**src/rtl/spi_pkt_seq_pkg.sv**
```systemverilog
package spi_pkt_seq_pkg;
  typedef enum logic [1:0] {
    ST_IDLE  = 2'd0,
    ST_SHIFT = 2'd1,
    ST_GAP   = 2'd2,
    ST_PAUSE = 2'd3
  } seq_state_e;
endpackage

```
**src/rtl/seq_counter.sv**
```systemverilog
module seq_counter #(
  parameter int W = 8
) (
  input  logic         clk_i,
  input  logic         rst_ni,
  input  logic         clr_i,
  input  logic         inc_i,
  input  logic [W-1:0] lim_i,
  output logic [W-1:0] cnt_o,
  output logic         at_lim_o
);
  logic [W-1:0] cnt_q;

  always_ff @(posedge clk_i or negedge rst_ni) begin
    if (!rst_ni)    cnt_q <= '0;
    else if (clr_i) cnt_q <= '0;
    else if (inc_i) cnt_q <= cnt_q + 1'b1;
  end

  assign cnt_o    = cnt_q;
  assign at_lim_o = (cnt_q == lim_i);

  // increments only happen below the limit, so the count never wraps
  p_no_wrap_r1: assert property (@(posedge clk_i) disable iff (!rst_ni)
    (inc_i && !clr_i) |=> (cnt_q != '0));
endmodule

```
**src/rtl/seq_fsm.sv**
```systemverilog
module seq_fsm
  import spi_pkt_seq_pkg::*;
#(
  parameter int GAP_CYC = 2
) (
  input  logic       clk_i,
  input  logic       rst_ni,
  input  logic       act_i,
  input  logic       resume_i,
  input  logic       sw_rst_i,
  input  logic       no_data_i,
  input  logic       pause_en_i,
  input  logic       nonidle_i,
  input  logic       byte_rdy_i,
  input  logic       last_byte_i,
  input  logic       last_pkt_i,
  output seq_state_e state_o,
  output logic       start_o,
  output logic       nodata_done_o,
  output logic       byte_fire_o,
  output logic       pkt_end_o,
  output logic       xfer_done_o,
  output logic       pause_set_o
);
  localparam int GW = (GAP_CYC < 2) ? 1 : $clog2(GAP_CYC);
  localparam logic [GW-1:0] GAP_LOAD = GW'(GAP_CYC - 1);

  seq_state_e state_q, state_d;
  logic [GW-1:0] gap_q, gap_d;
  logic idle;

  assign idle          = (state_q == ST_IDLE);
  assign start_o       = idle && act_i && !no_data_i && !sw_rst_i;
  assign nodata_done_o = idle && act_i && no_data_i && !sw_rst_i;
  assign byte_fire_o   = (state_q == ST_SHIFT) && byte_rdy_i && !sw_rst_i;
  assign pkt_end_o     = byte_fire_o && last_byte_i;
  assign xfer_done_o   = pkt_end_o && last_pkt_i;
  assign pause_set_o   = pkt_end_o && !last_pkt_i && pause_en_i;

  always_comb begin
    state_d = state_q;
    gap_d   = gap_q;
    unique case (state_q)
      ST_IDLE:  if (start_o) state_d = ST_SHIFT;
      ST_SHIFT: begin
        if (xfer_done_o)      state_d = ST_IDLE;
        else if (pause_set_o) state_d = ST_PAUSE;
        else if (pkt_end_o && !nonidle_i) begin
          state_d = ST_GAP;
          gap_d   = GAP_LOAD;
        end
      end
      ST_GAP: begin
        if (gap_q == '0) state_d = ST_SHIFT;
        else             gap_d   = gap_q - 1'b1;
      end
      ST_PAUSE: if (resume_i) state_d = ST_SHIFT;
      default:  state_d = ST_IDLE;
    endcase
    if (sw_rst_i) begin
      state_d = ST_IDLE;
      gap_d   = '0;
    end
  end

  always_ff @(posedge clk_i or negedge rst_ni) begin
    if (!rst_ni) begin
      state_q <= ST_IDLE;
      gap_q   <= '0;
    end else begin
      state_q <= state_d;
      gap_q   <= gap_d;
    end
  end

  assign state_o = state_q;

  p_gap_end_r7: assert property (@(posedge clk_i) disable iff (!rst_ni)
    (state_q == ST_GAP && gap_q == '0 && !sw_rst_i) |=> (state_q == ST_SHIFT));
  p_sw_rst_idle_r8: assert property (@(posedge clk_i) disable iff (!rst_ni)
    sw_rst_i |=> (state_q == ST_IDLE));
  p_pause_hold_r5: assert property (@(posedge clk_i) disable iff (!rst_ni)
    (state_q == ST_PAUSE && !resume_i && !sw_rst_i) |=> (state_q == ST_PAUSE));
  p_act_ignored_r4: assert property (@(posedge clk_i) disable iff (!rst_ni)
    (state_q == ST_PAUSE && act_i && !resume_i && !sw_rst_i) |=> $stable(state_q));
endmodule

```
**src/rtl/seq_flags.sv**
```systemverilog
module seq_flags (
  input  logic       clk_i,
  input  logic       rst_ni,
  input  logic       done_set_i,
  input  logic       pause_set_i,
  input  logic       rd_i,
  input  logic       sw_rst_i,
  input  logic       finish_ie_i,
  input  logic       pause_ie_i,
  output logic [1:0] status_o,
  output logic       irq_o
);
  logic done_q, pause_q;

  always_ff @(posedge clk_i or negedge rst_ni) begin
    if (!rst_ni) begin
      done_q  <= 1'b0;
      pause_q <= 1'b0;
    end else if (sw_rst_i) begin
      done_q  <= 1'b0;
      pause_q <= 1'b0;
    end else begin
      // a set in the same cycle as a read wins
      if (done_set_i)  done_q <= 1'b1;
      else if (rd_i)   done_q <= 1'b0;
      if (pause_set_i) pause_q <= 1'b1;
      else if (rd_i)   pause_q <= 1'b0;
    end
  end

  assign status_o = {pause_q, done_q};
  assign irq_o    = (done_q && finish_ie_i) || (pause_q && pause_ie_i);

  p_rd_clears_r10: assert property (@(posedge clk_i) disable iff (!rst_ni)
    (rd_i && !done_set_i && !pause_set_i) |=> (status_o == 2'b00));
  p_set_wins_r10: assert property (@(posedge clk_i) disable iff (!rst_ni)
    (done_set_i && !sw_rst_i) |=> status_o[0]);
  p_irq_src_r9: assert property (@(posedge clk_i) disable iff (!rst_ni)
    irq_o |-> (status_o != 2'b00));
endmodule

```
**src/rtl/spi_pkt_seq.sv**
```systemverilog
module spi_pkt_seq
  import spi_pkt_seq_pkg::*;
#(
  parameter int LEN_W   = 16,
  parameter int LOOP_W  = 8,
  parameter int GAP_CYC = 2
) (
  input  logic              clk_i,
  input  logic              rst_ni,
  input  logic              act_i,
  input  logic              resume_i,
  input  logic              sw_rst_i,
  input  logic [LEN_W-1:0]  pkt_len_i,
  input  logic [LOOP_W-1:0] pkt_loop_i,
  input  logic              no_data_i,
  input  logic              pause_en_i,
  input  logic              nonidle_i,
  input  logic              finish_ie_i,
  input  logic              pause_ie_i,
  input  logic              status_rd_i,
  input  logic              byte_rdy_i,
  output logic              byte_req_o,
  output logic              cs_o,
  output logic              busy_o,
  output logic              paused_o,
  output logic [LEN_W-1:0]  byte_idx_o,
  output logic [LOOP_W-1:0] pkt_idx_o,
  output logic [1:0]        status_o,
  output logic              irq_o
);
  seq_state_e state;
  logic start, nodata_done, byte_fire, pkt_end, xfer_done, pause_set;
  logic last_byte, last_pkt;

  seq_fsm #(.GAP_CYC(GAP_CYC)) u_fsm (
    .clk_i, .rst_ni, .act_i, .resume_i, .sw_rst_i, .no_data_i,
    .pause_en_i, .nonidle_i, .byte_rdy_i,
    .last_byte_i   (last_byte),
    .last_pkt_i    (last_pkt),
    .state_o       (state),
    .start_o       (start),
    .nodata_done_o (nodata_done),
    .byte_fire_o   (byte_fire),
    .pkt_end_o     (pkt_end),
    .xfer_done_o   (xfer_done),
    .pause_set_o   (pause_set)
  );

  seq_counter #(.W(LEN_W)) u_byte_cnt (
    .clk_i, .rst_ni,
    .clr_i    (sw_rst_i || start || pkt_end),
    .inc_i    (byte_fire && !last_byte),
    .lim_i    (pkt_len_i),
    .cnt_o    (byte_idx_o),
    .at_lim_o (last_byte)
  );

  seq_counter #(.W(LOOP_W)) u_pkt_cnt (
    .clk_i, .rst_ni,
    .clr_i    (sw_rst_i || start || xfer_done),
    .inc_i    (pkt_end && !last_pkt),
    .lim_i    (pkt_loop_i),
    .cnt_o    (pkt_idx_o),
    .at_lim_o (last_pkt)
  );

  seq_flags u_flags (
    .clk_i, .rst_ni,
    .done_set_i  (xfer_done || nodata_done),
    .pause_set_i (pause_set),
    .rd_i        (status_rd_i),
    .sw_rst_i,
    .finish_ie_i,
    .pause_ie_i,
    .status_o,
    .irq_o
  );

  assign byte_req_o = (state == ST_SHIFT);
  assign cs_o       = (state == ST_SHIFT);
  assign busy_o     = (state != ST_IDLE);
  assign paused_o   = (state == ST_PAUSE);

  p_cs_nonidle_r6: assert property (@(posedge clk_i) disable iff (!rst_ni)
    (pkt_end && !last_pkt && nonidle_i && !pause_en_i) |=> cs_o);
  p_nodata_quiet_r3: assert property (@(posedge clk_i) disable iff (!rst_ni)
    nodata_done |=> !busy_o);
endmodule

```
**config.mk**
```make
export PLATFORM = sky130hd
export DESIGN_NAME = spi_pkt_seq
export DESIGN_NICKNAME = d
export VERILOG_FILES = /design/src/rtl/spi_pkt_seq_pkg.sv /design/src/rtl/seq_counter.sv /design/src/rtl/seq_fsm.sv /design/src/rtl/seq_flags.sv /design/src/rtl/spi_pkt_seq.sv
export SDC_FILE = /design/constraint.sdc
export NUM_CORES = 1
export LEC_CHECK = 0
export BUFFER_PORTS_ARGS = -buffer_cell sky130_fd_sc_hd__buf_2
export CAP_MARGIN = 30
export CORE_UTILIZATION = 45
export DETAILED_ROUTE_END_ITERATION = 8
export HOLD_SLACK_MARGIN = 0.12
export PLACE_DENSITY = 0.76
export RECOVER_POWER = 50
export REMOVE_ABC_BUFFERS = 1
export SYNTH_ARGS = -nofsm -noshare
export SYNTH_HDL_FRONTEND = slang
export SYNTH_SLANG_ARGS = --single-unit
```
**constraint.sdc**
```tcl
create_clock -name clk_i -period 1.75 [get_ports clk_i]
set_input_delay 0.0875 -clock clk_i [delete_from_list [all_inputs] [get_ports clk_i]]
set_output_delay 0.0875 -clock clk_i [all_outputs]
set_load 0.01 [all_outputs]
```
==> impl_table.tex, run 1 <==
\begin{tabular}{lr}
\hline
Metric & Value \\
\hline
\multicolumn{2}{l}{\textbf{Detailed routing}} \\
\quad Total Routed Length & 6970 um \\
\quad First-iteration detailed-routing DRC count & 197 \\
\quad Detailed-router iteration count before antenna repair & 5 \\
\quad Routed wirelength normalized by instance count & 17.4 um \\
\quad Via Count & 2350 \\
\quad Via density per instance & 5.86 \\
\quad Antenna Nets Post-Route & 0 \\
\quad DRC violations left & 0 \\
\multicolumn{2}{l}{\textbf{Logic synthesis}} \\
\quad Syn Inst Count & 219 \\
\quad Predominant post-synthesis flop cell & dfrtp\_1 \\
\quad Proportion of synthesized chip area in sequential cells & 0.368 \\
\quad Most common library cells after synthesis & dfrtp\_1 (29), xor2\_1 (19), nor2\_1 (18) \\
\quad EDFF count, synth & 0 \\
\quad Fraction of post-synthesis cell area in the top cell type by area & 0.368 \\
\quad Register bit count reported by yosys & 29 \\
\quad Average footprint of a synthesized cell & 9.00 um\^{}2 \\
\quad Top post-synthesis cells by area & dfrtp\_1 (37\%), xor2\_1 (8.4\%), xnor2\_1 (7.1\%) \\
\quad Leading area contributor after synthesis & dfrtp\_1 \\
\quad Count of yosys warnings during synthesis & 0 \\
\quad Async S/R FF share, synth & 1.00 \\
\quad Post-synthesis instance area & 0.00197 mm\^{}2 \\
\quad Top-count cell post-synth & dfrtp\_1 \\
\quad Library cells used by synthesis & 48 \\
\multicolumn{2}{l}{\textbf{STA}} \\
\quad Ratio of final minimum period to clock period & 1.09 \\
\quad Final Setup Violations & 13 \\
\quad Clock skew & 0.00849 ns \\
\quad Final max-slew violation count & 0 \\
\quad RSZ-0062 raised after global routing & true \\
\quad Relative slew slack & 0.477 \\
\quad Worst hold slack & 0.174 ns \\
\quad Top achievable clock speed & 527 MHz \\
\quad Final worst path period need & 1.90 ns \\
\quad Slew @ Worst Pin & 0.785 ns \\
\quad Final hold vios & 0 \\
\quad Final worst-path setup slack & -0.149 ns \\
\multicolumn{2}{l}{\textbf{CTS}} \\
\quad CTS Buf Count & 5 \\
\quad TritonCTS clock tree & done \\
\quad Insertion delay of the later-clocked pin in the worst-skew pair & 0.29 ns \\
\quad Number of clock sinks & 29 \\
\quad Maximum buffer depth of the clock tree & 2 \\
\quad H-Tree Depth & 2 \\
\quad Root Buffer & clkbuf\_8 \\
\quad Clock-pin slew on the worst setup and hold paths & 0.06 ns \\
\multicolumn{2}{l}{\textbf{Critical path}} \\
\quad Worst-path cell with the longest stage delay & o41a\_1 \\
\quad Setup slack of the worst register-to-register path & -0.15 ns \\
\quad Setup CP Type & reg2reg \\
\quad Kind of cell adding the most delay to the critical path & compound AO/OA/AOI/OAI gates \\
\quad CP bufs+invs & 0 \\
\quad Worst EP required & 1.94 ns \\
\quad Critical Path, Cell by Cell & xnor2\_1 > nand4\_1 > or3\_4 > o41a\_1 > a311oi\_2 \\
\quad Largest incremental delay on the critical path & 0.41 ns \\
\quad Crit path launch type & flop \\
\quad Nature of the critical path endpoint & flop \\
\quad R2r endpoint & u\_pkt\_cnt.cnt\_o[7] \\
\quad Critical-path maximum fanout & 6 \\
\quad RR Startpoint & u\_byte\_cnt.cnt\_o[9] \\
\quad Arr. time, crit path & 2.09 ns \\
\quad Worst reg2reg path depth & 5 \\
\multicolumn{2}{l}{\textbf{Final layout}} \\
\quad Number of nets in the final layout & 388 \\
\quad Area Growth Syn to Fin & 59.7\% \\
\quad Share of layout cells above drive strength 1 & 0.487 \\
\quad Fin util & 0.765 \\
\quad Antenna cell count & 0 \\
\multicolumn{2}{l}{\textbf{Global route}} \\
\quad First-pass GRT wire length & 10400 um \\
\quad Congestion Overflow GR & 0 \\
\quad Largest net degree at the start of global routing & 30 \\
\quad Via count of the first global-routing pass & 2166 \\
\quad Initial antenna violation count & 0 \\
\quad Global-route usage over all layers & 0.312 \\
\multicolumn{2}{l}{\textbf{Floorplan}} \\
\quad Starting Density & 0.479 \\
\quad Std-Cell Rows & 23 \\
\quad Core area & 0.00412 mm\^{}2 \\
\quad Floorplan die area & 0.00465 mm\^{}2 \\
\quad Chip Height & 68.2 um \\
\quad Chip Width & 68.2 um \\
\quad I/O pin cnt & 67 \\
\multicolumn{2}{l}{\textbf{Pwr}} \\
\quad Worst VDD drop & 0.393 mV \\
\quad PD cells & 504 mW/mm\^{}2 \\
\quad Leakage & 1.57 nW \\
\multicolumn{2}{l}{\textbf{Place}} \\
\quad Buffers on Ports & 66 \\
\quad Weighted congestion reported at the end of routability-driven placement & 0.850 \\
\quad Half-perimeter wire length after detailed placement & 4600 um \\
\multicolumn{2}{l}{\textbf{Worst hold path}} \\
\quad Startpoint of the worst hold path & act\_i \\
\quad End point of the worst hold path & u\_flags.done\_q \\
\quad Worst hold path class & in2reg \\
\quad Number of cells on the worst hold path & 3 \\
\multicolumn{2}{l}{\textbf{Flow run}} \\
\quad Number of max-capacitance violations reported & 0 \\
\multicolumn{2}{l}{\textbf{Outcome}} \\
\quad Violations in the final reports & negative setup slack \\
\quad Run status & finished with violations \\
\hline
\end{tabular}
[cells by family (layout without fill, tap and decap cells)]
logic type	Yosys count	count (layout)	share of synthesized area
adders and majority gates	2	2	0.0127
AOI/OAI and AO/OA	55	55	0.199
buffers and inverters	18	150	0.0457
DFF	29	29	0.368
xor gates and xnor gates	35	35	0.155
and+or+nand+nor	80	80	0.220
[where the power goes]
| part | leakage (nW) | internal, mW | total, mW | switching, mW |
|---|---|---|---|---|
| logic | 1.11 | 0.128 | 0.285 | 0.157 |
| clock network | 0.0542 | 0.355 | 0.621 | 0.266 |
| registers | 0.404 | 0.677 | 0.681 | 0.00475 |
| total | 1.57 | 1.16 | 1.59 | 0.428 |
[routing by layer]
metal	wire (um)	vias to the layer above	global-route usage
li1	-	1071	-
met1	2770	1133	0.386
met2	3660	126	0.536
met3	410	20	0.0450
met4	133	0	0.130
met5	0	-	0
[state kept, by name, summed over array words and instances, names as in the netlist]
name and cells:
u_fsm.state_o 2, u_pkt_cnt.cnt_o 8, u_fsm.gap_q 1, u_flags.done_q 1, u_byte_cnt.cnt_o 16, u_flags.pause_q 1
[worst reg2reg max path, stage by stage, from the launching register on]
cell and delay [ns]:
dfrtp_1 0.40, xnor2_1 0.22, nand4_1 0.17, or3_4 0.40, o41a_1 0.41, a311oi_2 0.21
[per-stage QoR]
step | total power [mW] | area (um^2) | worst slack (ns) | instances | setup TNS [ns]
after global routing | 1.65 | 3150 | -0.212 | 401 | -2.53
after floorplan | 0.794 | 1910 | -0.488 | 208 | -6.92
final | 1.59 | 3150 | -0.149 | 401 | -0.837
after CTS | 1.57 | 3000 | -0.0998 | 398 | -0.562
after global placement | 0.938 | 2730 | -0.142 | 381 | -0.709
after detailed placement | 0.940 | 2730 | -0.237 | 381 | -2.51
[area by class of cell]
cell class,instances,area [um^2]
Clock buffer,7,96.3
Clock inverter,1,5.00
Fill cell,264,966
Inverter,7,26.3
Multi-Input combinational cell,172,1360
Sequential cell,29,726
Tap cell,50,62.6
Timing Repair Buffer,135,878
[worst max path at each step]
stage                                       to  slack, ns                  from  cells after the start
after floorplan           u_byte_cnt.cnt_o[14]      -0.49      u_fsm.state_o[0]                      5
after global placement      u_pkt_cnt.cnt_o[7]      -0.14   u_byte_cnt.cnt_o[8]                      5
after detailed placement    u_pkt_cnt.cnt_o[7]      -0.24   u_byte_cnt.cnt_o[5]                      5
after CTS                 u_byte_cnt.cnt_o[14]       -0.1   u_byte_cnt.cnt_o[3]                      6
after global routing        u_pkt_cnt.cnt_o[7]      -0.21  u_byte_cnt.cnt_o[12]                      5
final                       u_pkt_cnt.cnt_o[7]      -0.15   u_byte_cnt.cnt_o[9]                      5
[timing repair]
item / 4_1_cts / 5_1_grt
gates resized for setup: 21 / 29
endpoints found under the hold margin: 31 / 0
setup buffers: 5 / 3
endpoints found under the setup margin: 29 / 27
hold buffers: 4 / 0
pin swaps: 16 / 14
[cells in the final DEF (no fill, tap or decap), types with 3 or more instances in the layout]
| master | instances |
|---|---|
| buf_2 | 63 |
| buf_4 | 59 |
| dfrtp_1 | 29 |
| nor2_1 | 17 |
| xor2_1 | 17 |
| xnor2_1 | 13 |
| nand2_1 | 12 |
| a21oi_1 | 11 |
| nand4_1 | 9 |
| and3_1 | 9 |
| inv_1 | 7 |
| clkbuf_8 | 7 |
| o2111ai_1 | 6 |
| o211ai_1 | 6 |
| buf_6 | 6 |
| nand3_1 | 4 |
| nor3b_1 | 4 |
| dlygate4sd3_1 | 4 |
| xnor2_2 | 3 |
| nor2b_1 | 3 |
| a21oi_2 | 3 |
| o21ai_1 | 3 |
| o21ai_0 | 3 |
Note: power is estimated with default switching activity, not from simulation.
==> run 2: changes to the inputs <==
--- a/config.mk
+++ b/config.mk
@@ -16,3 +16,4 @@
 export SYNTH_ARGS = -nofsm -noshare
 export SYNTH_HDL_FRONTEND = slang
 export SYNTH_SLANG_ARGS = --single-unit
+export TNS_END_PERCENT = 10
==> run 2 against run 1 <==
Compared with the run above: the flow still finishes with violations (negative setup slack); maximum frequency is 1.6% higher; final cell count stayed put; clock power is 2% higher; flip-flop and latch count stayed put; clock skew is 0.0031 ns higher; combinational power hardly changed; critical path type unchanged; largest power group unchanged; setup slack better by 0.030 ns; die area stayed put; highest routed layer unchanged.
==> impl_table.tex, run 2 (synthesis results as in run 1) <==
\begin{tabular}{lr}
\hline
Metric & Value \\
\hline
\multicolumn{2}{l}{\textbf{Outcome}} \\
\quad Run status & finished with violations \\
\quad Violations in the final reports & negative setup slack \\
\multicolumn{2}{l}{\textbf{Worst hold path}} \\
\quad End point of the worst hold path & u\_flags.done\_q \\
\quad Number of cells on the worst hold path & 3 \\
\quad Startpoint of the worst hold path & act\_i \\
\quad Worst hold path class & in2reg \\
\multicolumn{2}{l}{\textbf{Detailed routing}} \\
\quad Routed metal-1 wire length & 2740 um \\
\quad Via Count & 2323 \\
\quad Met3 wire length & 401 um \\
\quad Routed wirelength normalized by instance count & 17.0 um \\
\quad DRC violations left & 0 \\
\quad Antenna Nets Post-Route & 0 \\
\quad Sum of met2 wire segment lengths after detailed routing & 3540 um \\
\quad Top sig layer & met4 \\
\quad Via density per instance & 5.79 \\
\quad Total Routed Length & 6800 um \\
\quad Detailed-router iteration count before antenna repair & 5 \\
\quad First-iteration detailed-routing DRC count & 230 \\
\multicolumn{2}{l}{\textbf{Place}} \\
\quad Weighted congestion reported at the end of routability-driven placement & 0.850 \\
\quad Cell count after placement & 381 \\
\quad Half-perimeter wire length after detailed placement & 4600 um \\
\quad Buffers on Ports & 66 \\
\quad Post-place instance area & 0.00273 mm\^{}2 \\
\multicolumn{2}{l}{\textbf{Global route}} \\
\quad Congestion Overflow GR & 0 \\
\quad Global-route usage over all layers & 0.310 \\
\quad Via count of the first global-routing pass & 2178 \\
\quad First-pass GRT wire length & 10300 um \\
\quad Initial antenna violation count & 0 \\
\quad Largest net degree at the start of global routing & 30 \\
\multicolumn{2}{l}{\textbf{STA}} \\
\quad Final-layout setup total negative slack & -0.632 ns \\
\quad Final worst path period need & 1.87 ns \\
\quad Ratio of final minimum period to clock period & 1.07 \\
\quad Worst hold slack & 0.168 ns \\
\quad Final hold vios & 0 \\
\quad Slew @ Worst Pin & 0.782 ns \\
\quad Relative slew slack & 0.479 \\
\quad Top achievable clock speed & 535 MHz \\
\quad Clock skew & 0.0116 ns \\
\quad Final max-slew violation count & 0 \\
\quad Final Setup Violations & 10 \\
\quad RSZ-0062 raised after global routing & true \\
\quad Final worst-path setup slack & -0.119 ns \\
\multicolumn{2}{l}{\textbf{CTS}} \\
\quad CTS Buf Count & 5 \\
\quad H-Tree Depth & 2 \\
\quad Clock-pin slew on the worst setup and hold paths & 0.07 ns \\
\quad Root Buffer & clkbuf\_8 \\
\quad Insertion delay of the later-clocked pin in the worst-skew pair & 0.29 ns \\
\quad TritonCTS clock tree & done \\
\quad Number of clock sinks & 29 \\
\quad Maximum buffer depth of the clock tree & 2 \\
\multicolumn{2}{l}{\textbf{Final layout}} \\
\quad Antenna cell count & 0 \\
\quad Area Growth Syn to Fin & 57.1\% \\
\quad Final standard cell count with taps included and fillers excluded & 401 \\
\quad Share of layout cells above drive strength 1 & 0.470 \\
\quad Number of nets in the final layout & 388 \\
\quad Most common cell after layout, fill and taps aside & buf\_2 \\
\quad Most used cells in the layout excluding fill and tap cells & buf\_2 (62), buf\_4 (60), dfrtp\_1 (29) \\
\quad Fin util & 0.753 \\
\quad Non-Filler Cell Area, Final & 0.00310 mm\^{}2 \\
\quad Number of flip-flops in the largest register & 16 \\
\multicolumn{2}{l}{\textbf{Critical path}} \\
\quad Critical-path maximum fanout & 3 \\
\quad Crit path launch type & flop \\
\quad RR Startpoint & u\_byte\_cnt.cnt\_o[6] \\
\quad Worst reg2reg path depth & 8 \\
\quad Kind of cell adding the most delay to the critical path & simple AND/OR/NAND/NOR gates \\
\quad Nature of the critical path endpoint & flop \\
\quad Setup slack of the worst register-to-register path & -0.12 ns \\
\quad Setup CP Type & reg2reg \\
\quad R2r endpoint & u\_byte\_cnt.cnt\_o[14] \\
\quad CP bufs+invs & 3 \\
\quad Worst EP required & 1.93 ns \\
\quad Arr. time, crit path & 2.05 ns \\
\quad Largest incremental delay on the critical path & 0.40 ns \\
\quad Worst-path cell with the longest stage delay & dfrtp\_1 \\
\quad Critical Path, Cell by Cell & buf\_6 > and4\_4 > and4\_4 > nand4\_1 > buf\_4 > buf\_6 > o31ai\_4 > a21oi\_2 \\
\multicolumn{2}{l}{\textbf{Floorplan}} \\
\quad Core area & 0.00412 mm\^{}2 \\
\quad Chip Height & 68.2 um \\
\quad Floorplan die area & 0.00465 mm\^{}2 \\
\quad Std-Cell Rows & 23 \\
\quad I/O pin cnt & 67 \\
\quad Chip Width & 68.2 um \\
\quad Starting Density & 0.479 \\
\multicolumn{2}{l}{\textbf{Pwr}} \\
\quad Worst VDD drop & 0.398 mV \\
\quad PD cells & 516 mW/mm\^{}2 \\
\quad Leakage & 1.52 nW \\
\multicolumn{2}{l}{\textbf{Flow run}} \\
\quad Number of max-capacitance violations reported & 0 \\
\hline
\end{tabular}
-- run 2: routing by layer --
| metal | vias up | GRT usage |
|---|---|---|
| met5 | - | 0 |
| met4 | 0 | 0.135 |
| met3 | 15 | 0.0483 |
| met2 | 116 | 0.534 |
| met1 | 1120 | 0.377 |
| li1 | 1072 | - |
-- run 2: metrics by stage --
step | worst slack [ns] | total power [mW]
2_1_floorplan | -0.488 | 0.794
3_3_place_gp | -0.142 | 0.938
3_5_place_dp | -0.237 | 0.940
4_1_cts | -0.0998 | 1.57
5_1_grt | -0.192 | 1.66
6_report | -0.119 | 1.60
-- run 2: timing repair --
item | in CTS | in global routing
hold buffers | 4 | 0
gates resized for setup | 20 | 21
setup buffers | 5 | 3
pin swaps | 15 | 13
endpoints found under the hold margin | 31 | 0
setup endpoints to repair | 29 | 27
-- run 2: worst max-delay path by stage --
stage	end	cells past startpoint	slack, ns	startpoint
detailed placement	u_pkt_cnt.cnt_o[7]	5	-0.24	u_byte_cnt.cnt_o[5]
finish	u_byte_cnt.cnt_o[14]	8	-0.12	u_byte_cnt.cnt_o[6]
global route	u_pkt_cnt.cnt_o[7]	5	-0.19	u_byte_cnt.cnt_o[12]
CTS	u_byte_cnt.cnt_o[14]	6	-0.1	u_byte_cnt.cnt_o[3]
global placement	u_pkt_cnt.cnt_o[7]	5	-0.14	u_byte_cnt.cnt_o[8]
floorplan	u_byte_cnt.cnt_o[14]	5	-0.49	u_fsm.state_o[0]
-- run 2: worst reg2reg max path: stages, from the launching register on --
cell	delay, ns
dfrtp_1	0.40
buf_6	0.12
and4_4	0.22
and4_4	0.22
nand4_1	0.16
buf_4	0.19
buf_6	0.11
o31ai_4	0.26
a21oi_2	0.08
-- run 2: area by class of cell --
type | count | area (um^2)
multi-input cells | 172 | 1310
fillers | 273 | 1020
repair buffers | 135 | 873
flip-flops and latches | 29 | 726
clock buffers | 7 | 96.3
well taps | 50 | 62.6
inverters | 7 | 26.3
clock inverters | 1 | 5.00
-- run 2: where the power goes --
group          internal (mW)  total [mW]  switching [mW]
clock                  0.355       0.632           0.277
sequential             0.676       0.681         0.00508
combinational          0.128       0.284           0.156
==> run 3: changes to the inputs <==
--- a/config.mk
+++ b/config.mk
@@ -7,12 +7,15 @@
 export LEC_CHECK = 0
 export BUFFER_PORTS_ARGS = -buffer_cell sky130_fd_sc_hd__buf_2
 export CAP_MARGIN = 30
-export CORE_UTILIZATION = 45
+export CELL_PAD_IN_SITES_DETAIL_PLACEMENT = 0
+export CELL_PAD_IN_SITES_GLOBAL_PLACEMENT = 1
+export CORE_UTILIZATION = 33
 export DETAILED_ROUTE_END_ITERATION = 8
 export HOLD_SLACK_MARGIN = 0.12
-export PLACE_DENSITY = 0.76
+export PLACE_DENSITY_LB_ADDON = 0.1
 export RECOVER_POWER = 50
 export REMOVE_ABC_BUFFERS = 1
+export SETUP_SLACK_MARGIN = 0.05
 export SYNTH_ARGS = -nofsm -noshare
 export SYNTH_HDL_FRONTEND = slang
 export SYNTH_SLANG_ARGS = --single-unit
==> run 3 against run 2 <==
Compared with the run above: the flow still finishes with violations (negative setup slack); total power decreased by 0.67%; flip-flop and latch count stayed put; hold slack got worse by 0.013 ns; via count fell by 7.7%; first-iteration DRC count fell by 87%; maximum frequency fell by 0.12%; count of clock-buffer cells in the layout did not move; sequential power about the same.
==> impl_table.tex, run 3 (synthesis results as in run 1) <==
\begin{tabular}{lr}
\hline
Metric & Value \\
\hline
\multicolumn{2}{l}{\textbf{Pwr}} \\
\quad PD cells & 522 mW/mm\^{}2 \\
\quad Leakage & 1.48 nW \\
\quad Worst VDD drop & 0.324 mV \\
\multicolumn{2}{l}{\textbf{Outcome}} \\
\quad Violations in the final reports & negative setup slack \\
\quad Run status & finished with violations \\
\multicolumn{2}{l}{\textbf{Final layout}} \\
\quad Share of layout cells above drive strength 1 & 0.450 \\
\quad Number of flip-flops in the largest register & 16 \\
\quad Filler cell count & 540 \\
\quad Most common cell after layout, fill and taps aside & buf\_2 \\
\quad Multi-input logic area & 0.00124 mm\^{}2 \\
\quad Number of nets in the final layout & 386 \\
\quad Fin util & 0.538 \\
\quad Antenna cell count & 0 \\
\quad Sequential cell area & 726 um\^{}2 \\
\quad Most used cells in the layout excluding fill and tap cells & buf\_2 (63), buf\_4 (62), dfrtp\_1 (29) \\
\quad Area Growth Syn to Fin & 54.1\% \\
\multicolumn{2}{l}{\textbf{STA}} \\
\quad Clock skew & 0.00595 ns \\
\quad Slew @ Worst Pin & 0.793 ns \\
\quad RSZ-0062 raised after global routing & true \\
\quad Final max-slew violation count & 0 \\
\quad Final-layout setup total negative slack & -0.923 ns \\
\quad Final Setup Violations & 19 \\
\quad Relative slew slack & 0.471 \\
\quad Top achievable clock speed & 534 MHz \\
\quad Final hold vios & 0 \\
\quad Ratio of final minimum period to clock period & 1.07 \\
\quad Final worst path period need & 1.87 ns \\
\quad Final worst-path setup slack & -0.121 ns \\
\multicolumn{2}{l}{\textbf{Floorplan}} \\
\quad Chip Width & 79.3 um \\
\quad Floorplan die area & 0.00629 mm\^{}2 \\
\quad Core area & 0.00564 mm\^{}2 \\
\quad Starting Density & 0.350 \\
\quad I/O pin cnt & 67 \\
\quad Chip Height & 79.3 um \\
\quad Std-Cell Rows & 27 \\
\multicolumn{2}{l}{\textbf{Critical path}} \\
\quad Worst reg2reg path depth & 5 \\
\quad Worst-path cell with the longest stage delay & or4\_1 \\
\quad Kind of cell adding the most delay to the critical path & simple AND/OR/NAND/NOR gates \\
\quad Critical Path, Cell by Cell & xnor2\_2 > nand4\_1 > or3\_4 > or4\_1 > a21oi\_1 \\
\quad Crit path launch type & flop \\
\quad Instance count on the critical path & 5 \\
\quad Largest incremental delay on the critical path & 0.51 ns \\
\quad Setup slack of the worst register-to-register path & -0.12 ns \\
\quad Worst EP required & 1.96 ns \\
\quad Arr. time, crit path & 2.08 ns \\
\quad Setup CP Type & reg2reg \\
\quad Critical-path maximum fanout & 5 \\
\quad Nature of the critical path endpoint & flop \\
\quad CP bufs+invs & 0 \\
\multicolumn{2}{l}{\textbf{Detailed routing}} \\
\quad Detailed-router iteration count before antenna repair & 4 \\
\quad Total Routed Length & 6100 um \\
\quad Via density per instance & 5.09 \\
\quad First-iteration detailed-routing DRC count & 30 \\
\quad DRC violations left & 0 \\
\quad Routed wirelength normalized by instance count & 14.5 um \\
\quad Via Count & 2143 \\
\quad Antenna Nets Post-Route & 0 \\
\multicolumn{2}{l}{\textbf{Worst hold path}} \\
\quad Worst hold path class & in2reg \\
\quad Number of cells on the worst hold path & 3 \\
\multicolumn{2}{l}{\textbf{CTS}} \\
\quad H-Tree Depth & 2 \\
\quad Insertion delay of the later-clocked pin in the worst-skew pair & 0.28 ns \\
\quad CTS Buf Count & 5 \\
\quad TritonCTS clock tree & done \\
\quad Clock-pin slew on the worst setup and hold paths & 0.07 ns \\
\quad Maximum buffer depth of the clock tree & 2 \\
\quad Number of clock sinks & 29 \\
\quad Root Buffer & clkbuf\_8 \\
\multicolumn{2}{l}{\textbf{Global route}} \\
\quad Congestion Overflow GR & 0 \\
\quad Global-route usage over all layers & 0.204 \\
\quad Initial antenna violation count & 0 \\
\quad Via count of the first global-routing pass & 2061 \\
\quad First-pass GRT wire length & 9840 um \\
\quad Largest net degree at the start of global routing & 30 \\
\multicolumn{2}{l}{\textbf{Place}} \\
\quad Weighted congestion reported at the end of routability-driven placement & 0.902 \\
\quad Buffers on Ports & 66 \\
\quad Half-perimeter wire length after detailed placement & 4640 um \\
\multicolumn{2}{l}{\textbf{Flow run}} \\
\quad Number of max-capacitance violations reported & 0 \\
\hline
\end{tabular}
[run 3: path summary, 6_finish.rpt]
check,from,to
min in group asynchronous,rst_ni,u_pkt_cnt.cnt_o[3]
max in group asynchronous,rst_ni,u_byte_cnt.cnt_o[9]
max reg2reg,u_byte_cnt.cnt_o[0],u_pkt_cnt.cnt_o[0]
min,pause_en_i,u_flags.pause_q
min reg2reg,u_flags.pause_q,u_flags.pause_q
max,u_byte_cnt.cnt_o[0],u_pkt_cnt.cnt_o[0]
[run 3: tightest hold or removal path: stages]
cell	delay, ns
buf_2	0.13
nand4_1	0.10
a21oi_1	0.07
[run 3: area by class of cell]
| cell class | instances | share of cell area |
|---|---|---|
| multi-input cells | 172 | 0.408 |
| flip-flops and latches | 29 | 0.239 |
| repair buffers | 133 | 0.281 |
| clock inverters | 1 | 0.00165 |
| clock buffers | 7 | 0.0317 |
| well taps | 72 | 0.0297 |
| inverters | 7 | 0.00865 |
[run 3: repair_timing]
| item | in CTS | in global routing |
|---|---|---|
| hold buffers | 3 | 0 |
| gates resized for setup | 12 | 11 |
| endpoints found under the setup margin | 29 | 29 |
| endpoints found under the hold margin | 31 | 0 |
| pin swaps | 10 | 7 |
| setup buffers | 3 | 1 |
[run 3: where the power goes]
part	switching (mW)	leakage (nW)	internal, mW
registers	0.00391	0.404	0.676
logic	0.146	1.02	0.134
clock network	0.271	0.0542	0.355
[run 3: metal layers]
layer / vias to the layer above / wire length, um / GRT usage
met3: 2 / 227 / 0.0414
li1: 1066 / - / -
met1: 1015 / 2810 / 0.273
met4: 0 / 19 / 0.0582
met2: 60 / 3040 / 0.332
met5: - / 0 / 0
[run 3: stage by stage]
| stage | worst slack, ns | hold slack [ns] | power (mW) | instance area [um^2] | std cells |
|---|---|---|---|---|---|
| floorplan | -0.488 | -0.208 | 0.794 | 1910 | 208 |
| global placement | -0.176 | 0.186 | 0.961 | 2790 | 406 |
| detailed placement | -0.199 | 0.184 | 0.960 | 2790 | 406 |
| CTS | -0.133 | 0.154 | 1.61 | 2990 | 420 |
| global route | -0.209 | 0.165 | 1.67 | 3040 | 421 |
| finish | -0.121 | 0.155 | 1.59 | 3040 | 421 |
